### config.mk
export PLATFORM = sky130hd
export DESIGN_NAME = cfg3w_loader
export DESIGN_NICKNAME = d
export VERILOG_FILES = /design/src/rtl/cfg3w_pkg.sv /design/src/rtl/cfg3w_sync.sv /design/src/rtl/cfg3w_shift.sv /design/src/rtl/cfg3w_regbank.sv /design/src/rtl/cfg3w_loader.sv
export SDC_FILE = /design/constraint.sdc
export NUM_CORES = 1
export LEC_CHECK = 0
export BUFFER_PORTS_ARGS = -buffer_cell sky130_fd_sc_hd__buf_2
export CAP_MARGIN = 25
export CORE_AREA = 2 2 124 96
export CTS_CLUSTER_SIZE = 10
export DETAILED_ROUTE_END_ITERATION = 16
export DIE_AREA = 0 0 126 98
export PLACE_DENSITY = 0.77
export SETUP_SLACK_MARGIN = 0.2
export SLEW_MARGIN = 20
export SYNTH_ARGS = -nofsm -noshare
export SYNTH_HDL_FRONTEND = slang
export SYNTH_HIERARCHICAL = 1
export SYNTH_SLANG_ARGS = --single-unit
### constraint.sdc
create_clock -name clk -period 4.3 [get_ports clk]
set_clock_uncertainty 0.2 [all_clocks]
set_input_delay 0.215 -clock clk [delete_from_list [all_inputs] [get_ports clk]]
set_output_delay 0.215 -clock clk [all_outputs]
set_load 0.005 [all_outputs]
### src/rtl/cfg3w_pkg.sv
package cfg3w_pkg;
  localparam int FRAME_W = 20;
  localparam int ADDR_W  = 3;
  localparam int DATA_W  = FRAME_W - ADDR_W;
  localparam int SWAL_W  = 6;
  localparam int MAIN_W  = DATA_W - SWAL_W;
  localparam int NSLOT   = 6;

  // Address k (1..NSLOT) selects slot k-1; other codes select nothing.
  function automatic logic [NSLOT-1:0] slot_sel(input logic [ADDR_W-1:0] a);
    logic [NSLOT-1:0] s;
    s = '0;
    for (int k = 1; k <= NSLOT; k++) begin
      if (int'(a) == k) s[k-1] = 1'b1;
    end
    return s;
  endfunction
endpackage

### src/rtl/cfg3w_sync.sv
module cfg3w_sync #(
  parameter int W      = 3,
  parameter int STAGES = 2
) (
  input  logic         clk,
  input  logic         rst_n,
  input  logic [W-1:0] d_i,
  output logic [W-1:0] q_o
);
  logic [W-1:0] stage_q [STAGES];

  always_ff @(posedge clk or negedge rst_n) begin
    if (!rst_n) begin
      for (int i = 0; i < STAGES; i++) stage_q[i] <= '0;
    end else begin
      stage_q[0] <= d_i;
      for (int i = 1; i < STAGES; i++) stage_q[i] <= stage_q[i-1];
    end
  end

  assign q_o = stage_q[STAGES-1];
endmodule

### src/rtl/cfg3w_shift.sv
module cfg3w_shift #(
  parameter int FRAME_W = 20
) (
  input  logic               clk,
  input  logic               rst_n,
  input  logic               s_clk,
  input  logic               s_dat,
  input  logic               s_en,
  output logic               load_o,
  output logic [FRAME_W-1:0] word_o
);
  logic               clk_q, en_q;
  logic [FRAME_W-1:0] sr_q, sr_d;
  logic               clk_rise, en_rise, en_fall;

  always_comb begin
    clk_rise = s_clk & ~clk_q;
    en_rise  = s_en & ~en_q;
    en_fall  = ~s_en & en_q;
    sr_d     = sr_q;
    if (en_rise) sr_d = '0;
    else if (s_en && clk_rise) sr_d = {sr_q[FRAME_W-2:0], s_dat};
  end

  always_ff @(posedge clk or negedge rst_n) begin
    if (!rst_n) begin
      clk_q <= 1'b0;
      en_q  <= 1'b0;
      sr_q  <= '0;
    end else begin
      clk_q <= s_clk;
      en_q  <= s_en;
      sr_q  <= sr_d;
    end
  end

  assign load_o = en_fall;
  assign word_o = sr_q;

  // with enable low the shift register does not move
  p_idle_hold_r9: assert property (@(posedge clk) disable iff (!rst_n)
    (!s_en && !en_q) |=> $stable(sr_q));

  // a serial rising edge inside a frame appends the sampled data bit
  p_shift_in_r2: assert property (@(posedge clk) disable iff (!rst_n)
    (s_en && en_q && s_clk && !clk_q) |=> (sr_q[0] == $past(s_dat)));
endmodule

### src/rtl/cfg3w_regbank.sv
module cfg3w_regbank
  import cfg3w_pkg::*;
(
  input  logic                         clk,
  input  logic                         rst_n,
  input  logic                         load_i,
  input  logic [FRAME_W-1:0]           word_i,
  output logic [NSLOT-1:0][DATA_W-1:0] q_o,
  output logic [NSLOT-1:0]             stb_o
);
  logic [NSLOT-1:0] sel;
  logic [ADDR_W-1:0] addr;
  logic [DATA_W-1:0] data;

  always_comb begin
    addr = word_i[ADDR_W-1:0];
    data = word_i[FRAME_W-1:ADDR_W];
    sel  = load_i ? slot_sel(addr) : '0;
  end

  always_ff @(posedge clk or negedge rst_n) begin
    if (!rst_n) stb_o <= '0;
    else        stb_o <= sel;
  end

  for (genvar k = 0; k < NSLOT; k++) begin : g_slot
    always_ff @(posedge clk or negedge rst_n) begin
      if (!rst_n)      q_o[k] <= '0;
      else if (sel[k]) q_o[k] <= data;
    end

    // a register only changes together with its own strobe
    p_hold_r5: assert property (@(posedge clk) disable iff (!rst_n)
      !stb_o[k] |-> $stable(q_o[k]));

    // each strobe is a single-cycle pulse
    p_pulse_r8: assert property (@(posedge clk) disable iff (!rst_n)
      stb_o[k] |=> !stb_o[k]);
  end

  // never more than one strobe at a time
  p_onehot_r8: assert property (@(posedge clk) disable iff (!rst_n)
    $onehot0(stb_o));

  // a strobe follows a load pulse from the shift stage
  p_cause_r3: assert property (@(posedge clk) disable iff (!rst_n)
    (|stb_o) |-> $past(load_i));

  // unused addresses raise no strobe
  p_unused_r5: assert property (@(posedge clk) disable iff (!rst_n)
    (load_i && (word_i[ADDR_W-1:0] == '0 || word_i[ADDR_W-1:0] == '1))
      |=> (stb_o == '0));
endmodule

### src/rtl/cfg3w_loader.sv
module cfg3w_loader
  import cfg3w_pkg::*;
#(
  parameter int SYNC_STAGES = 2
) (
  input  logic              clk,
  input  logic              rst_n,
  input  logic              bus_clk_i,
  input  logic              bus_dat_i,
  input  logic              bus_en_i,
  output logic [MAIN_W-1:0] ch1_main_o,
  output logic [SWAL_W-1:0] ch1_swal_o,
  output logic [DATA_W-1:0] ch1_ref_o,
  output logic [MAIN_W-1:0] ch2_main_o,
  output logic [SWAL_W-1:0] ch2_swal_o,
  output logic [DATA_W-1:0] ch2_ref_o,
  output logic [DATA_W-1:0] aux_ctl_o,
  output logic [DATA_W-1:0] main_ctl_o,
  output logic [NSLOT-1:0]  wr_stb_o
);
  localparam int LINES = 3;

  logic [1:0]               rst_sync_q;
  logic                     rst_int_n;
  logic [LINES-1:0]         line_s;
  logic                     load;
  logic [FRAME_W-1:0]       word;
  logic [NSLOT-1:0][DATA_W-1:0] regs;

  // asynchronous assert, synchronous release
  always_ff @(posedge clk or negedge rst_n) begin
    if (!rst_n) rst_sync_q <= '0;
    else        rst_sync_q <= {rst_sync_q[0], 1'b1};
  end
  assign rst_int_n = rst_sync_q[1];

  cfg3w_sync #(.W(LINES), .STAGES(SYNC_STAGES)) u_sync (
    .clk   (clk),
    .rst_n (rst_int_n),
    .d_i   ({bus_en_i, bus_dat_i, bus_clk_i}),
    .q_o   (line_s)
  );

  cfg3w_shift #(.FRAME_W(FRAME_W)) u_shift (
    .clk    (clk),
    .rst_n  (rst_int_n),
    .s_clk  (line_s[0]),
    .s_dat  (line_s[1]),
    .s_en   (line_s[2]),
    .load_o (load),
    .word_o (word)
  );

  cfg3w_regbank u_bank (
    .clk    (clk),
    .rst_n  (rst_int_n),
    .load_i (load),
    .word_i (word),
    .q_o    (regs),
    .stb_o  (wr_stb_o)
  );

  assign {ch1_main_o, ch1_swal_o} = regs[0];
  assign ch1_ref_o                = regs[1];
  assign {ch2_main_o, ch2_swal_o} = regs[2];
  assign ch2_ref_o                = regs[3];
  assign aux_ctl_o                = regs[4];
  assign main_ctl_o               = regs[5];
endmodule

### Word-level counts from Yosys, hierarchy flattened

Index checks and enable logic that the tools add are counted.

| storage, ports and cells | value |
|---|---|
| register bits | 138 |
| bits of input ports | 5 |
| output and inout port bits | 108 |
| logic and storage cells | 36 |

| operators by class | value |
|---|---|
| equality and inequality tests | 6 |
| mux-type cells | 9 |
| bitwise gates (word level) | 6 |
| reduce and logical (&&, ||, !) cells | 2 |

Operators with widths:

| operator | number |
|---|---|
| 2-to-1 mux 20 bit | 2 |
| equality test 3 bit (second input constant) | 4 |
| equality test 3 x 2 -> 1 bit (second input constant) | 2 |
| 2-to-1 mux 1 bit | 6 |
| 2-to-1 mux 6 bit | 1 |
| bitwise AND 1 bit | 3 |
| NOT 1 bit | 3 |
| nonzero test 2 bit | 1 |
| logical AND 1 bit | 1 |

### Longest topological paths before layout

Gate-level depths: netlist (run 1).

| depth | value |
|---|---|
| depth in word-level cells | 5 |
| mapped depth | 8 |
| depth with buffers taken out | 3 |

### Cells and area by module

Netlist (run 1), hierarchy kept.

Modules (own cells, without submodules):

| module | instances | cells an instance | area an instance (µm²) | sequential area each (µm²) |
|---|---|---|---|---|
| cfg3w_regbank | 1 | 229 | 4051.4 | 2702.6 |
| cfg3w_shift | 1 | 116 | 1088.5 | 550.5 |
| cfg3w_sync | 1 | 9 | 172.7 | 150.1 |
| cfg3w_loader | 1 | 3 | 53.8 | 50.0 |

### Worst setup path before layout (run 1)

No wires, ideal clock.

| timing | value |
|---|---|
| path type | flip-flop to flip-flop |
| start point | reg u_sync.stage_q, in the netlist u_sync/q_o[2] |
| end point | reg u_bank/q_o[10] in the netlist's numbering |
| setup time | 125 ps |
| arrival time | 1699 ps |
| data required time | 3975 ps |
| setup slack | 2277 ps |
| stages on the path, launching flop included | 9 |
| path buffers | 5 |
| period minus slack after synthesis | 2023 ps |
| path through | dfrtp_1 buf_4 buf_4 nor2b_1 clkbuf_2 and4bb_2 buf_6 buf_6 mux2_2 |

| between the ends | value |
|---|---|
| longest elaborated chain between the ends | 3 |

RTL lines:

| element | RTL line | source |
|---|---|---|
| start, declared | cfg3w_sync.sv:10 | `logic [W-1:0] stage_q [STAGES];` |
| NOT 1 bit | cfg3w_shift.sv:19 | `en_fall = ~s_en & en_q;` |
| bitwise AND 1 bit | cfg3w_shift.sv:19 |  |
| net load | cfg3w_loader.sv:26 | `logic load;` |
| 2-to-1 mux 6 bit | cfg3w_regbank.sv:18 | `sel = load_i ? slot_sel(addr) : '0;` |
| net u_bank.sel[0] | cfg3w_regbank.sv:11 | `logic [NSLOT-1:0] sel;` |
| end signal, assigned by index | cfg3w_regbank.sv:29 | `else if (sel[k]) q_o[k] <= data;` |
| end, declared | cfg3w_regbank.sv:8 | `output logic [NSLOT-1:0][DATA_W-1:0] q_o,` |

The timed path passes the listed nets, and every way through them passes these cells.
A chain may end at the register's enable or synchronous reset.

### Worst setup path after layout (run 1)

| timing | value |
|---|---|
| start point | reg u_sync.stage_q, in the netlist u_sync/q_o[2] |
| end point | reg u_bank/q_o[45] in the netlist's numbering |

| between the ends | value |
|---|---|
| longest elaborated chain between the ends | 3 |

RTL lines:

| element | RTL line |
|---|---|
| NOT 1 bit | cfg3w_shift.sv:19 |
| bitwise AND 1 bit | cfg3w_shift.sv:19 |
| net load | cfg3w_loader.sv:26 |
| 2-to-1 mux 6 bit | cfg3w_regbank.sv:18 |

The timed path passes the listed nets, and every way through them passes these cells.

==> results of run 1 <==
[cell usage after synthesis]
library cell	n
a31oi_1	20
and4bb_2	3
buf_2	4
buf_4	5
buf_6	13
clkbuf_2	2
conb_1	1
dfrtp_1	138
inv_1	3
mux2_2	102
nand2_1	20
nand2b_4	1
nand3b_1	1
nand4b_2	3
nor2b_1	21
o21ai_1	20
[cell families (layout without fill, tap and decap cells)]
logic type	after synthesis	count (layout)	share of synthesized area (%)
multiplexers	102	102	21.40
buffers and inverters	27	156	4.197
AND/OR/NAND/NOR	49	49	5.782
flip-flops	138	138	64.35
AO/OA/AOI/OAI	40	40	4.197
other	1	1	0.06988
[cell type report]
| type | count | area share (%) |
|---|---|---|
| clock buffers | 21 | 6.914 |
| inverters | 3 | 0.1728 |
| flip-flops and latches | 138 | 53.06 |
| multi-input cells | 192 | 25.91 |
| well taps | 144 | 2.766 |
| repair buffers | 121 | 10.02 |
| clock inverters | 11 | 1.152 |
[power by group]
part	internal [mW]	switching (mW)	total (mW)
Combinational	0.0251	0.0427	0.0678
Sequential	1.31	0.0228	1.33
Clock	0.749	0.527	1.28
Total	2.08	0.592	2.68
[registers in the layout, summed over array words and instances (netlist names)]
register	cells
u_bank/q_o	102
u_shift/word_o	20
u_bank/stb_o	6
u_sync/q_o	3
u_sync/stage_q	3
rst_sync_q	2
u_shift/clk_q	1
u_shift/en_q	1
[metrics by stage]
step / utilization, % / cell area (um^2) / hold WS, ns
after global routing: 58.01 / 6515 / 0.1530
final: 58.01 / 6515 / 0.09693
after global placement: 52.71 / 5919 / -0.1991
after CTS: 57.83 / 6495 / 0.1507
after detailed placement: 52.71 / 5919 / -0.1966
after floorplan: - / 5368 / -0.2806
[how the worst min path moves through the flow]
stage,start,end,depth (start not counted)
after CTS,u_sync/stage_q[5],u_sync/q_o[2],0
after floorplan,rst_n,rst_sync_q[0],0
after global placement,rst_n,rst_sync_q[0],1
after global routing,rst_sync_q[1],u_bank/q_o[54],0
final,rst_sync_q[1],u_bank/q_o[54],0
after detailed placement,rst_n,rst_sync_q[0],1
[metal layers]
layer / routed length [um] / GRT usage, %
met5: 0 / 0
met4: 108 / 6.762
met3: 713 / 5.479
met2: 5024 / 27.13
met1: 5087 / 26.86
[critical path, stage by stage, from the launching register on]
cell      delay (ns)
dfrtp_1         0.63
nor2b_1         0.48
nand4b_2        0.65
mux2_2          0.49
==> flow_summary.yaml, run 1 <==
die:
  die_w_um: 126
  core_mm2: 0.01123
  io_pins: 113
  die_h_um: 98
  initial_core_util_pct: 47.78
  rows: 34
  dieArea_mm2: 0.01235
placement:
  numPortBuffers: 112
  post-place-cells: 592
  gp_congestion: 0.7366
  pre_cts_ws_ns: 1.700
  post-dp-hpwl_um: 7090
timing:
  drv_slew: 0
  hold_viol: 0
  setup_viol: 0
  tns_ns: 0
  min_period_ns: 2.577
  max_slew_margin_pct: 46.94
  fin_ws_ns: 1.723
  layout_worst_path_cycle_share_pct: 59.93
  fmax_mhz: 388.1
  worst_slew_pin_slew_ns: 0.7934
  rsz0062_at_grt: "false"
layout:
  stdcell_count: 630
  regArea_mm2: 0.003457
  final_common_cell: "dfrtp_1"
  nNetsFinal: 478
  drive_gt1_share_pct: 52.47
  multi_input_area_mm2: 0.001688
  antenna_cells: 0
  final_cell_mix: "dfrtp_1, buf_2, mux2_2"
  nFillCells: 916
  syn2layout_area_growth_pct: 21.40
worst_setup_path:
  r2r_slack_ns: 1.72
  endpoint_kind: "flop"
  r2r_start: "u_sync/q_o[2]"
  crit_arrival_ns: 2.66
  r2r-end: "u_bank/q_o[45]"
  required_ns: 4.39
  worstSetupStartpoint: "u_sync/q_o[2]"
  critPathKind: "reg -> reg"
  worstSetupEndpoint: "u_bank/q_o[45]"
  crit_fanout: 23
  ff2ff_path_depth: 3
  start_kind: "flop"
synthesis:
  synth_top_area_share_pct: 64.35
  yosysUniqueCellTypes: 16
  synth_nets: 362
  synth_area_per_cell_um2: 15.03
  ys_seq_area_share_pct: 64.35
  yosysWarnings: 6
  synth.area.top_cells: "dfrtp_1, mux2_2, buf_6"
  syn_inst: 357
  synth.largest_area_cell: "dfrtp_1"
  netlist_area_mm2: 0.005366
  ys_ff_latch: 138
global_route:
  grt-ovfl-total: 0
  grt_pass1_vias: 3321
  grt_pass1_wl_um: 17800
  antenna_found_initial: 0
  grt_max_degree: 74
  track_usage_pct: 18.64
clocking:
  cts_sinks: 138
  cts_tree: "built"
  h-tree-depth: 4
  hold_buffers: 5
  root_buffer: "clkbuf_16"
  numCtsBuffers: 17
  cts_setup_buffers: 0
  cts_buffer_depth: 2
  path_clk_slew_ns: 0.06
  clk-insertion-delay-late_ns: 0.41
  ctsResizeCount: 0
drt:
  drt_iter0_markers: 230
  ant_nets: 0
  wl_per_cell_um: 17.36
  dr_total_vias: 3319
  drc: 0
  via_per_inst: 5.268
  firstDrtPassIters: 7
  wl_um: 10930
run_status:
  status: "completed"
pwr:
  p_leak_nw: 3.588
  p_per_area_mw_per_mm2: 410.9
  power_mw: 2.677
  worst_ir_drop_vdd_v: 0.0002766
min_path:
  hp-class: "reg -> async"
job:
  drv_cap: 0
No activity file was read; power rests on OpenSTA's default activity.
==> inputs of run 2 (changes only) <==
--- a/config.mk
+++ b/config.mk
@@ -7,11 +7,11 @@
 export LEC_CHECK = 0
 export BUFFER_PORTS_ARGS = -buffer_cell sky130_fd_sc_hd__buf_2
 export CAP_MARGIN = 25
-export CORE_AREA = 2 2 124 96
+export CORE_AREA = 2 2 119 92
 export CTS_CLUSTER_SIZE = 10
 export DETAILED_ROUTE_END_ITERATION = 16
-export DIE_AREA = 0 0 126 98
-export PLACE_DENSITY = 0.77
+export DIE_AREA = 0 0 121 94
+export PLACE_DENSITY = 0.79
 export SETUP_SLACK_MARGIN = 0.2
 export SLEW_MARGIN = 20
 export SYNTH_ARGS = -nofsm -noshare
==> constraint.sdc (replaced) <==
create_clock -name clk -period 2.4 [get_ports clk]
set_clock_uncertainty 0.2 [all_clocks]
set_input_delay 0.12 -clock clk [delete_from_list [all_inputs] [get_ports clk]]
set_output_delay 0.12 -clock clk [all_outputs]
set_load 0.005 [all_outputs]
==> run 2 against run 1 <==
Final cell count decreased by 1.3%; sequential power grew 80%; combinational power is 89% higher; setup slack lost 1.5 ns; critical path depth is the same; total power grew 95%; non-clock buffer count unchanged.
==> flow_summary.yaml, run 2 (synthesis results as in run 1) <==
clocking:
  cts_sinks: 138
  root_buffer: "clkbuf_16"
  cts_tree: "built"
  path_clk_slew_ns: 0.06
  h-tree-depth: 4
  cts_buffer_depth: 2
  clk-insertion-delay-late_ns: 0.42
  numCtsBuffers: 17
  ctsResizeCount: 0
layout:
  fin_util_pct: 65.27
  syn2layout_area_growth_pct: 23.20
  antenna_cells: 0
  top_register: "u_bank/q_o"
  final_common_cell: "dfrtp_1"
  drive_gt1_share_pct: 52.67
  final_cell_mix: "dfrtp_1, buf_2, mux2_2"
  nNetsFinal: 478
  largest_reg_flops: 102
global_route:
  grt-ovfl-total: 0
  grt_pass1_vias: 3309
  antenna_found_initial: 0
  grt_max_degree: 62
  grt_pass1_wl_um: 17360
  track_usage_pct: 20.48
worst_setup_path:
  start_kind: "flop"
  r2r_slack_ns: 0.20
  slowest_stage: "nand4b_2"
  crit_fanout: 18
  r2r_start: "u_sync/q_o[2]"
  cp_num_buf_inv: 0
  endpoint_kind: "flop"
  max_stage_delay_ns: 0.63
  required_ns: 2.49
  cpLargestDelayFamily: "simple AND/OR/NAND/NOR gates"
  crit_path_cell_trace: "nor2b_1 > nand4b_2 > mux2_2"
  crit_arrival_ns: 2.30
  critPathKind: "reg -> reg"
  ff2ff_path_depth: 3
  r2r-end: "u_bank/q_o[75]"
min_path:
  hp-class: "reg -> async"
timing:
  worst_slew_pin_slew_ns: 0.7872
  rsz0062_at_grt: "true"
  fmax_mhz: 453.9
  drv_slew: 0
  tns_ns: 0
  setup_viol: 0
  fin_ws_ns: 0.1969
  layout_worst_path_cycle_share_pct: 91.80
  min_period_ns: 2.203
  hold_viol: 0
  max_slew_margin_pct: 47.36
drt:
  via_per_inst: 5.293
  ant_nets: 0
  firstDrtPassIters: 4
  wl_per_cell_um: 17.82
  dr_total_vias: 3292
  drt_iter0_markers: 263
  wl_um: 11080
  drc: 0
pwr:
  worst_ir_drop_vdd_v: 0.0003795
  p_sw_share_pct: 20.55
  p_per_area_mw_per_mm2: 791.1
  clkPwrFrac_pct: 51.9
  pwr-share-comb_pct: 2.4
  p_seq_share_pct: 45.6
  switching_power_mw: 1.075
  internal_power_mw: 4.155
  p_leak_nw: 3.647
placement:
  gp_congestion: 0.7546
  numPortBuffers: 112
  post-dp-hpwl_um: 7168
  pre_cts_ws_ns: 0.1519
die:
  rows: 32
  core_mm2: 0.01013
  die_w_um: 121
  die_h_um: 94
  dieArea_mm2: 0.01137
  io_pins: 113
  initial_core_util_pct: 52.98
job:
  drv_cap: 0
run_status:
  status: "completed"
-- run 2: cell types whose count changed in the layout (fill, tap and decap cells not counted), sizes merged --
cell	change
bufinv	+4
clkinv	+1
clkinvlp	-3
inv	-1
clkbuf	-1
-- run 2: routing by layer --
metal	GRT usage [%]	vias up	share of wire (%)
met5	0	-	0
met4	8.430	0	1.0
met3	5.036	8	4.2
met2	29.82	87	47
met1	29.56	1710	48
li1	-	1487	-
-- run 2: final cells by class --
cell class	instances	area [um^2]
Inverter	3	11.26
Clock inverter	12	172.7
Fill cell	729	3518
Tap cell	136	170.2
Timing Repair Buffer	121	665.6
Multi-Input combinational cell	192	1688
Sequential cell	138	3457
Clock buffer	20	446.7
-- run 2: worst max-delay path by stage --
stage	end	slack, ns	startpoint	depth (start not counted)
final	u_bank/q_o[75]	0.20	u_sync/q_o[2]	3
after floorplan	u_bank/q_o[24]	0.38	u_sync/q_o[2]	8
after global placement	u_bank/q_o[79]	0.28	u_sync/q_o[2]	3
after global routing	u_bank/q_o[76]	0.05	u_shift/en_q	3
after detailed placement	u_bank/q_o[75]	0.15	u_sync/q_o[2]	3
after CTS	u_bank/q_o[75]	0.16	u_shift/en_q	3
-- run 2: worst reg2reg max path, stage by stage (launching register included) --
cell      delay, ns
dfrtp_1        0.37
nor2b_1        0.35
nand4b_2       0.63
mux2_2         0.52
-- run 2: power groups by stage --
stage,Combinational [mW],Clock (mW),Sequential (mW)
floorplan,0.0832,0,2.44
global placement,0.122,0,2.43
detailed placement,0.125,0,2.43
CTS,0.131,2.76,2.39
global route,0.143,2.85,2.39
finish,0.128,2.72,2.39
-- run 2: what timing repair did --
action | 4_1_cts | 5_1_grt
buffers inserted | 0 | 0
hold endpoints to repair | 5 | 0
hold buffers | 5 | 0
setup endpoints to repair | 17 | 102
-- run 2: metrics by stage --
stage               total power [mW]  instance area [um^2]  instances  hold WS [ns]
floorplan                      2.522                  5370        357       -0.3756
finish                         5.230                  6611        622       0.09928
detailed placement             2.553                  5942        585       -0.2923
global route                   5.382                  6611        622        0.1329
global placement               2.547                  5942        585       -0.2949
CTS                            5.278                  6611        622        0.1245
